## src/rtl/fbb_pkg.sv

```systemverilog
package fbb_pkg;
  // Register addresses
  localparam logic ADDR_CTRL = 1'b0;
  localparam logic ADDR_EXP  = 1'b1;
  // Control/status bit positions
  localparam int BIT_EN   = 0;
  localparam int BIT_DONE = 1;
  // Skid buffer depth needed to cover one cycle of read latency
  localparam int SKID_DEPTH = 2;
endpackage

```

## src/rtl/fbb_skid.sv

```systemverilog
module fbb_skid #(
  parameter int DATA_W = 32,
  parameter int DEPTH  = 2,
  localparam int PTR_W = (DEPTH > 1) ? $clog2(DEPTH) : 1,
  localparam int OCC_W = $clog2(DEPTH + 1)
) (
  input  logic              clk,
  input  logic              rst,
  input  logic              rd_req,
  input  logic [DATA_W-1:0] rdata,
  input  logic              pop,
  output logic              valid,
  output logic [DATA_W-1:0] data,
  output logic [OCC_W-1:0]  occ,
  output logic              inflight
);
  logic [DATA_W-1:0] mem [DEPTH];
  logic [PTR_W-1:0]  wr_ptr, rd_ptr;
  logic              push;

  assign push  = inflight;
  assign valid = (occ != '0);
  assign data  = mem[rd_ptr];

  always_ff @(posedge clk) begin
    if (push) mem[wr_ptr] <= rdata;
  end

  always_ff @(posedge clk) begin
    if (rst) begin
      wr_ptr   <= '0;
      rd_ptr   <= '0;
      occ      <= '0;
      inflight <= 1'b0;
    end else begin
      inflight <= rd_req;
      if (push) wr_ptr <= (wr_ptr == PTR_W'(DEPTH - 1)) ? '0 : wr_ptr + 1'b1;
      if (pop)  rd_ptr <= (rd_ptr == PTR_W'(DEPTH - 1)) ? '0 : rd_ptr + 1'b1;
      occ <= occ + OCC_W'(push) - OCC_W'(pop);
    end
  end
endmodule

```

## src/rtl/fbb_frame_ctrl.sv

```systemverilog
module fbb_frame_ctrl #(
  parameter int FRAME_LEN = 1024,
  parameter int DEPTH     = 2,
  localparam int CNT_W    = $clog2(FRAME_LEN + 1),
  localparam int OCC_W    = $clog2(DEPTH + 1)
) (
  input  logic             clk,
  input  logic             rst,
  input  logic             enable,
  input  logic             buf_full,
  input  logic             pop,
  input  logic [OCC_W-1:0] occ,
  input  logic             inflight,
  output logic             rd_req,
  output logic [CNT_W-1:0] idx,
  output logic             frame_end
);
  logic             active;
  logic [CNT_W-1:0] req_cnt;
  logic [OCC_W:0]   committed;

  always_comb begin
    committed = {1'b0, occ} + (OCC_W + 1)'(inflight) - (OCC_W + 1)'(pop);
    rd_req    = active && enable && (req_cnt < CNT_W'(FRAME_LEN))
                && (committed < (OCC_W + 1)'(DEPTH));
    frame_end = pop && (idx == CNT_W'(FRAME_LEN - 1));
  end

  always_ff @(posedge clk) begin
    if (rst) begin
      active  <= 1'b0;
      req_cnt <= '0;
      idx     <= '0;
    end else if (frame_end) begin
      active  <= 1'b0;
      req_cnt <= '0;
      idx     <= '0;
    end else begin
      if (!active && enable && buf_full) active <= 1'b1;
      if (rd_req) req_cnt <= req_cnt + 1'b1;
      if (pop)    idx     <= idx + 1'b1;
    end
  end
endmodule

```

## src/rtl/fbb_regs.sv

```systemverilog
module fbb_regs #(
  parameter int EXP_W = 6,
  parameter int CSR_W = 32
) (
  input  logic             clk,
  input  logic             rst,
  input  logic             csr_wr,
  input  logic             csr_addr,
  input  logic [1:0]       csr_wdata,
  input  logic             frame_end,
  input  logic [EXP_W-1:0] exp_in,
  output logic             en_q,
  output logic             done_q,
  output logic [EXP_W-1:0] exp_q,
  output logic [CSR_W-1:0] csr_rdata
);
  import fbb_pkg::*;

  always_ff @(posedge clk) begin
    if (rst) begin
      en_q      <= 1'b0;
      done_q    <= 1'b0;
      exp_q     <= '0;
      csr_rdata <= '0;
    end else begin
      if (csr_wr && csr_addr == ADDR_CTRL) begin
        en_q <= csr_wdata[BIT_EN];
        if (csr_wdata[BIT_DONE]) done_q <= 1'b0;
      end
      // hardware completion wins over a same-cycle write
      if (frame_end) begin
        en_q   <= 1'b0;
        done_q <= 1'b1;
        exp_q  <= exp_in;
      end
      if (csr_addr == ADDR_CTRL)
        csr_rdata <= {{(CSR_W - 2){1'b0}}, done_q, en_q};
      else
        csr_rdata <= {{(CSR_W - EXP_W){1'b0}}, exp_q};
    end
  end
endmodule

```

## src/rtl/frame_burst_bridge.sv

```systemverilog
module frame_burst_bridge #(
  parameter int FRAME_LEN = 1024,
  parameter int HALF_W    = 16,
  parameter int EXP_W     = 6,
  parameter int CSR_W     = 32,
  localparam int DATA_W   = 2 * HALF_W,
  localparam int DEPTH    = fbb_pkg::SKID_DEPTH,
  localparam int CNT_W    = $clog2(FRAME_LEN + 1),
  localparam int OCC_W    = $clog2(DEPTH + 1)
) (
  input  logic              clk,
  input  logic              rst,
  input  logic              buf_full,
  output logic              buf_rd,
  input  logic [DATA_W-1:0] buf_rdata,
  output logic              st_valid,
  input  logic              st_ready,
  output logic [DATA_W-1:0] st_data,
  output logic              st_sop,
  output logic              st_eop,
  input  logic [EXP_W-1:0]  frame_exp,
  input  logic              csr_wr,
  input  logic              csr_addr,
  input  logic [1:0]        csr_wdata,
  output logic [CSR_W-1:0]  csr_rdata
);
  logic             en_q, done_q;
  logic [EXP_W-1:0] exp_q;
  logic [OCC_W-1:0] skid_occ;
  logic             inflight;
  logic             pop;
  logic             frame_end;
  logic [CNT_W-1:0] idx;

  assign pop    = st_valid && st_ready;
  assign st_sop = st_valid && (idx == '0);
  assign st_eop = st_valid && (idx == CNT_W'(FRAME_LEN - 1));

  fbb_skid #(.DATA_W(DATA_W), .DEPTH(DEPTH)) u_skid (
    .clk(clk), .rst(rst), .rd_req(buf_rd), .rdata(buf_rdata), .pop(pop),
    .valid(st_valid), .data(st_data), .occ(skid_occ), .inflight(inflight)
  );

  fbb_frame_ctrl #(.FRAME_LEN(FRAME_LEN), .DEPTH(DEPTH)) u_ctrl (
    .clk(clk), .rst(rst), .enable(en_q), .buf_full(buf_full), .pop(pop),
    .occ(skid_occ), .inflight(inflight), .rd_req(buf_rd), .idx(idx),
    .frame_end(frame_end)
  );

  fbb_regs #(.EXP_W(EXP_W), .CSR_W(CSR_W)) u_regs (
    .clk(clk), .rst(rst), .csr_wr(csr_wr), .csr_addr(csr_addr),
    .csr_wdata(csr_wdata), .frame_end(frame_end), .exp_in(frame_exp),
    .en_q(en_q), .done_q(done_q), .exp_q(exp_q), .csr_rdata(csr_rdata)
  );
endmodule

```

## config.mk

```make
export PLATFORM = sky130hd
export DESIGN_NAME = frame_burst_bridge
export DESIGN_NICKNAME = d
export VERILOG_FILES = /design/src/rtl/fbb_pkg.sv /design/src/rtl/fbb_skid.sv /design/src/rtl/fbb_frame_ctrl.sv /design/src/rtl/fbb_regs.sv /design/src/rtl/frame_burst_bridge.sv
export SDC_FILE = /design/constraint.sdc
export NUM_CORES = 1
export LEC_CHECK = 0
export ABC_AREA = 1
export BUFFER_PORTS_ARGS = -buffer_cell sky130_fd_sc_hd__buf_2
export CAP_MARGIN = 40
export CORE_MARGIN = 2
export CORE_UTILIZATION = 55
export CTS_BUF_LIST = sky130_fd_sc_hd__clkbuf_4
export DETAILED_ROUTE_END_ITERATION = 10
export GPL_ROUTABILITY_DRIVEN = 1
export GPL_TIMING_DRIVEN = 0
export PLACE_DENSITY = 0.82
export SYNTH_ARGS = -nofsm -noshare
export SYNTH_HDL_FRONTEND = slang
export SYNTH_SLANG_ARGS = --single-unit
```

## constraint.sdc

```tcl
create_clock -name clk -period 3.4 [get_ports clk]
set_input_delay 0.51 -clock clk [delete_from_list [all_inputs] [get_ports clk]]
set_output_delay 0.51 -clock clk [all_outputs]
set_load 0.005 [all_outputs]
```

* Word-level counts from Yosys, hierarchy flattened
Memory sizes are Yosys's and may differ from the RTL's. A register that Yosys moved wholly into a read port is not among the register bits.
Index checks and enable logic that the tools add are counted.
Widths: inputs -> output; s select.
** Cells by class
- Multipliers :: 0
- Multiplexer cells :: 10
- Shift operators :: 0
- Reduce and logical (&&, ||, !) cells :: 18
- Divide/modulo/power cells :: 0
- Bitwise operators :: 1
- Order comparisons :: 2
- Add/sub/neg operators :: 8
- Equality and inequality tests :: 1
** Operators with widths (number)
- $add 11x1->11 const B :: 2
- $eq 11x10->1 const B :: 1
- $logic_not 11->1 :: 1
- $lt 11x11->1 const B :: 1
- $logic_and 1x1->1 :: 10
- $mux 1 :: 9
- $reduce_bool 2->1 :: 3
- $reduce_or 2->1 :: 2
- $add 2x1->3 :: 1
- $lt 3x2->1 const B :: 1
- $sub 3x1->3 :: 1
- $add 1x1->1 const B :: 2
- $add 2x1->2 :: 1
- $mux 2 :: 1
- $reduce_and 2->1 :: 1
- $sub 2x1->2 :: 1
- $logic_not 1->1 :: 1
- $not 1->1 :: 1
** Storage, ports and cells
- Memory bits (read-only) :: 0
- Memories :: 1
- Register bits :: 68
- Word-level logic and storage cells :: 53
- Memory bits (writable) :: 64
- Input bits :: 46
- Bits in latches :: 0
** Memories
- u_skid.mem :: depth 2, width 32, rd ports 1, clocked after memory_dff 1, write ports 1, line fbb_skid.sv:17 : logic [DATA_W-1:0] mem [DEPTH];

* Longest topological paths before layout
- Depth after elaboration :: 5
- Mapped depth :: 15
- Gate-level depth less buffers :: 14

* Hierarchy
Synthesis repeated with hierarchy kept, for this count alone.
** Unflattened totals
- Cells, all modules :: 425
- Area total of the unflattened synthesis :: 4755.8 um2
** By module, submodules not included
- fbb_skid :: times used 1, area an instance 2713.9 um2, cells each 133
- fbb_frame_ctrl :: times used 1, area an instance 1233.7 um2, cells each 180
- fbb_regs :: times used 1, area an instance 688.2 um2, cells each 82
- frame_burst_bridge :: times used 1, area an instance 120.1 um2, cells each 30

* Worst setup path after synthesis
Ideal clock, no wire load.
- Path kind :: input port to output port
- Start :: input port st_ready
- End :: output port buf_rd
- Buffers on the path :: 1
- Path slack :: 773 ps
- Required time :: 2890 ps
- Stages :: 10
- Data arrival time :: 2117 ps
- Cell sequence :: inv_1 -> nor2_4 -> buf_2 -> ha_1 -> inv_1 -> ha_1 -> fa_1 -> nor2_1 -> nand3_1 -> nor2_2
** On the way
- Word-level cells in the longest chain between the ends :: 4
** RTL lines
- from (decl) :: line frame_burst_bridge.sv:17 : input logic st_ready,
- $logic_and 1x1->1 :: line frame_burst_bridge.sv:35 : assign pop = st_valid && st_ready;
- named net pop :: line frame_burst_bridge.sv:31 : logic pop;
- $sub 3x1->3 :: line fbb_frame_ctrl.sv:23 : committed = {1'b0, occ} + (OCC_W + 1)'(inflight) - (OCC_W + 1)'(pop);
- named net u_ctrl.committed[1] :: line fbb_frame_ctrl.sv:20 : logic [OCC_W:0] committed;
- $lt 3x2->1 :: line fbb_frame_ctrl.sv:25 : && (committed < (OCC_W + 1)'(DEPTH));
- $logic_and 1x1->1 :: line fbb_frame_ctrl.sv:25
- to (decl) :: line frame_burst_bridge.sv:14 : output logic buf_rd,
The timed path passes the listed nets, and every way through them passes these cells.

* Final worst setup path
- Start :: register u_skid.occ[1]
- End :: output port buf_rd
** On the way
- Word-level cells in the longest chain between the ends :: 5
- Elaborated cells between the ends (all ways) :: 6
- Those cells by class :: add/sub (2); order compare (1); reduce/logical (3)
** RTL lines
- from (decl) :: line fbb_skid.sv:14 : output logic [OCC_W-1:0] occ,
- from (signal assigned) :: line fbb_skid.sv:39 : occ <= occ + OCC_W'(push) - OCC_W'(pop);
- $reduce_bool 2->1 :: line fbb_skid.sv:22 : assign valid = (occ != '0);
- $logic_and 1x1->1 :: line frame_burst_bridge.sv:35
- named net pop :: line frame_burst_bridge.sv:31
- $sub 3x1->3 :: line fbb_frame_ctrl.sv:23
- named net u_ctrl.committed[1] :: line fbb_frame_ctrl.sv:20
- $lt 3x2->1 :: line fbb_frame_ctrl.sv:25
- $logic_and 1x1->1 :: line fbb_frame_ctrl.sv:25
The timed path passes the listed nets, and every way through them passes these cells.

==> metrics <==
outcome complete, no violations; max_slew headroom 46.00%; CP startpoint kind register; post-DP HPWL 6092 um; Required @ worst endpoint 2.89 ns; grt ovf 0; Setup crit end kind output pin; pwr dens 449.6 mW/mm^2; Buf/Inv on CP 3; initial antenna violation count 0; Synth Instances 408; row count 33; WL/cell 12.86 um; minimum clock period 3.274 ns; Worst Reg2Reg Path Length in Cells 15; Clock Pin Slew Worst Setup and Hold Paths 0.18 ns; largest net degree at the start of global routing 26; layout cells sized above 1 34.93%; DIE WIDTH 94.55 um; Min-Delay Path Class input port to register; worst-path fanout max 10; vias in the first global route 2952; critical path class register to output pin; Critical Path Max Stage Delay 0.48 ns; cell mode on critical path nor2_4; Unique masters post-synth 31; Seq/Total Area, Yosys 61.71%; peak supply drop 0.0002481 V; post-route clock skew 0.02621 ns; FF-to-FF Start u_skid.occ[1]; non-filler cells, final 649; Hold Violations, Final 0; core area 0.008093 sq mm; final net count 591; DR vias/cell 4.790; ordered list of cells on the worst path nor2_4 -> nor2_4 -> buf_4 -> ha_1 -> inv_1 -> ha_2 -> fa_1 -> nor2_1 -> nand3_1 -> nor2_4 -> buf_2; H-tree Lvls 3; Port-buffer cells 87; dpl cell area 0.005213 sq mm; CTS max path bufs 2; critical path's top delay family adder cells; PnR Total Power 2.440 mW; Yosys top cell by area edfxtp_1; io pins 114; CTS hold repair buffers 0; Pre-antenna DRT Iters 4; GRT Util Overall 18.88%; Critical Path AT 2.76 ns; slowest CP cell fa_1; max frequency 305.4 MHz; DR DRC count 0; die height 94.55 um; Synth Warn # 0; die area 0.008939 sq mm; first-pass GRT wire length 13110 um; clk sinks 107; CTS buffer count 9; flop-to-flop setup slack 0.56 ns; Synth top area share 42.62%; initial core utilization 55.72%; flops & latches, synth 107; placed cell count 627; clk root buf clkbuf_4; depth of the worst hold-timing path 1; FILL cells 641; reg2reg end u_ctrl.req_cnt[0]; CTS tree yes; Syn Area/Cell 11.05 sq um; Max-cap violations 0; final worst-path cycle share 96.30%; Synth Cell Area 0.004509 sq mm; final WL 8349 um; final instance area 0.005426 sq mm; Final Max Tran Viols 0; GP Congestion 0.8632; slew of the pin with the lowest slew margin 0.8091 ns; Antenna diodes 0; Leakage 2.330 nW; main area contributors after synthesis edfxtp_1 43%, dfxtp_1 19%, mux2_2 7.5%; Area Overhead vs Synth 20.34%; Finish-stage setup viols 0; DR vias 3109; DR iter-0 viols 134; worst hold path endpoint u_skid.mem[1][23]; start point of the worst hold path buf_rdata[23]; Clk Latency, worst-skew pair 0.45 ns; ANT nets after route 0
## how the worst max path moves through the flow
| stage | slack, ns | depth (start not counted) | startpoint | endpoint |
|---|---|---|---|---|
| global placement | 0.32 | 12 | st_ready | buf_rd |
| floorplan | 0.77 | 10 | st_ready | buf_rd |
| CTS | 0.02 | 11 | u_skid.occ[1] | buf_rd |
| detailed placement | 0.27 | 12 | st_ready | buf_rd |
| finish | 0.13 | 11 | u_skid.occ[1] | buf_rd |
| global route | -0.01 | 11 | u_skid.occ[1] | buf_rd |
## cells in the final DEF (no fill, tap or decap), drive strengths merged
master and instances:
or2 2, edfxtp 64, o21ai 13, xnor2 2, nor3 3, nand3 11, xor2 2, nand4 7
inv 47, conb 26, nor2 50, a21oi 18, clkbuf 12, bufinv 1, nor4 2, nand3b 4
mux2 32, clkinv 3, buf 128, dfxtp 43, nor3b 1, fa 1, ha 5, nand2 67
## per-stage QoR
step	hold slack (ns)	setup WS [ns]	setup TNS [ns]	utilization (%)
floorplan	0.4087	0.7729	0	-
global placement	0.4207	0.3178	0	63.88
detailed placement	0.4312	0.2667	0	64.41
CTS	0.2103	0.01550	0	66.40
global route	0.1919	-0.01179	-0.01179	67.05
finish	0.2389	0.1259	0	67.05
## registers in the layout, indices dropped and copies added, names as in the netlist, named ones only
signal            count
u_skid.mem           64
u_ctrl.idx           11
u_ctrl.req_cnt       11
u_regs.csr_rdata      6
u_regs.exp_q          6
u_skid.occ            2
u_ctrl.active         1
u_regs.done_q         1
u_regs.en_q           1
u_skid.inflight       1
u_skid.rd_ptr         1
u_skid.wr_ptr         1
## cells in the mapped netlist
cell	count
nand2_1	64
nor3b_2	1
buf_4	27
mux2_2	30
conb_1	1
xnor2_1	2
or2_2	2
edfxtp_1	64
nor2_2	2
nand2_4	1
buf_2	5
fa_1	1
nor2_1	45
clkbuf_1	2
nand4_1	7
nand3b_1	4
nand3_1	11
mux2_1	2
a21oi_1	18
nor2_4	2
nor2_8	1
nand2_2	2
ha_1	5
inv_1	43
buf_6	1
dfxtp_1	43
o21ai_0	13
nor3_1	3
nor4_1	2
inv_4	2
xor2_1	2
## cell families after synthesis
logic type | count (synthesis) | synth area share (%)
xor+xnor | 4 | 0.7771
compound gates | 31 | 3.441
simple gates | 147 | 14.84
mux | 32 | 7.991
buf+inv | 80 | 9.323
flops | 107 | 61.71
other cells | 1 | 0.08316
fa+ha+maj | 6 | 1.831
## layout make-up
| class | count | area [sq um] | share of cell area, % |
|---|---|---|---|
| Tap cell | 105 | 131.4 | 2.421 |
| Inverter | 45 | 173.9 | 3.205 |
| Clock inverter | 6 | 75.07 | 1.383 |
| Clock buffer | 10 | 75.07 | 1.383 |
| Multi-Input combinational cell | 246 | 1420 | 26.17 |
| Timing Repair Buffer | 95 | 515.5 | 9.500 |
| Buffer | 35 | 249.0 | 4.588 |
| Sequential cell | 107 | 2786 | 51.35 |
## power breakdown
part	switching (mW)	leakage, nW	internal, mW	total [mW]
clock	0.414	0.0844	0.245	0.659
sequential	0.0142	0.923	1.39	1.40
combinational	0.189	1.32	0.189	0.378
## what timing repair did
action,4_1_cts,5_1_grt
pin swaps,0,3
endpoints found under the setup margin,1,1
resized for setup,3,4
buffers inserted,0,6
## layer usage
layer / track usage, % / vias up / routed length [um]
met5: 0 / - / 0
met1: 22.50 / 1449 / 3466
li1: - / 1564 / -
met3: 5.267 / 8 / 545
met2: 32.86 / 88 / 4255
met4: 6.643 / 0 / 81
Power figures use the tool's default switching activity.
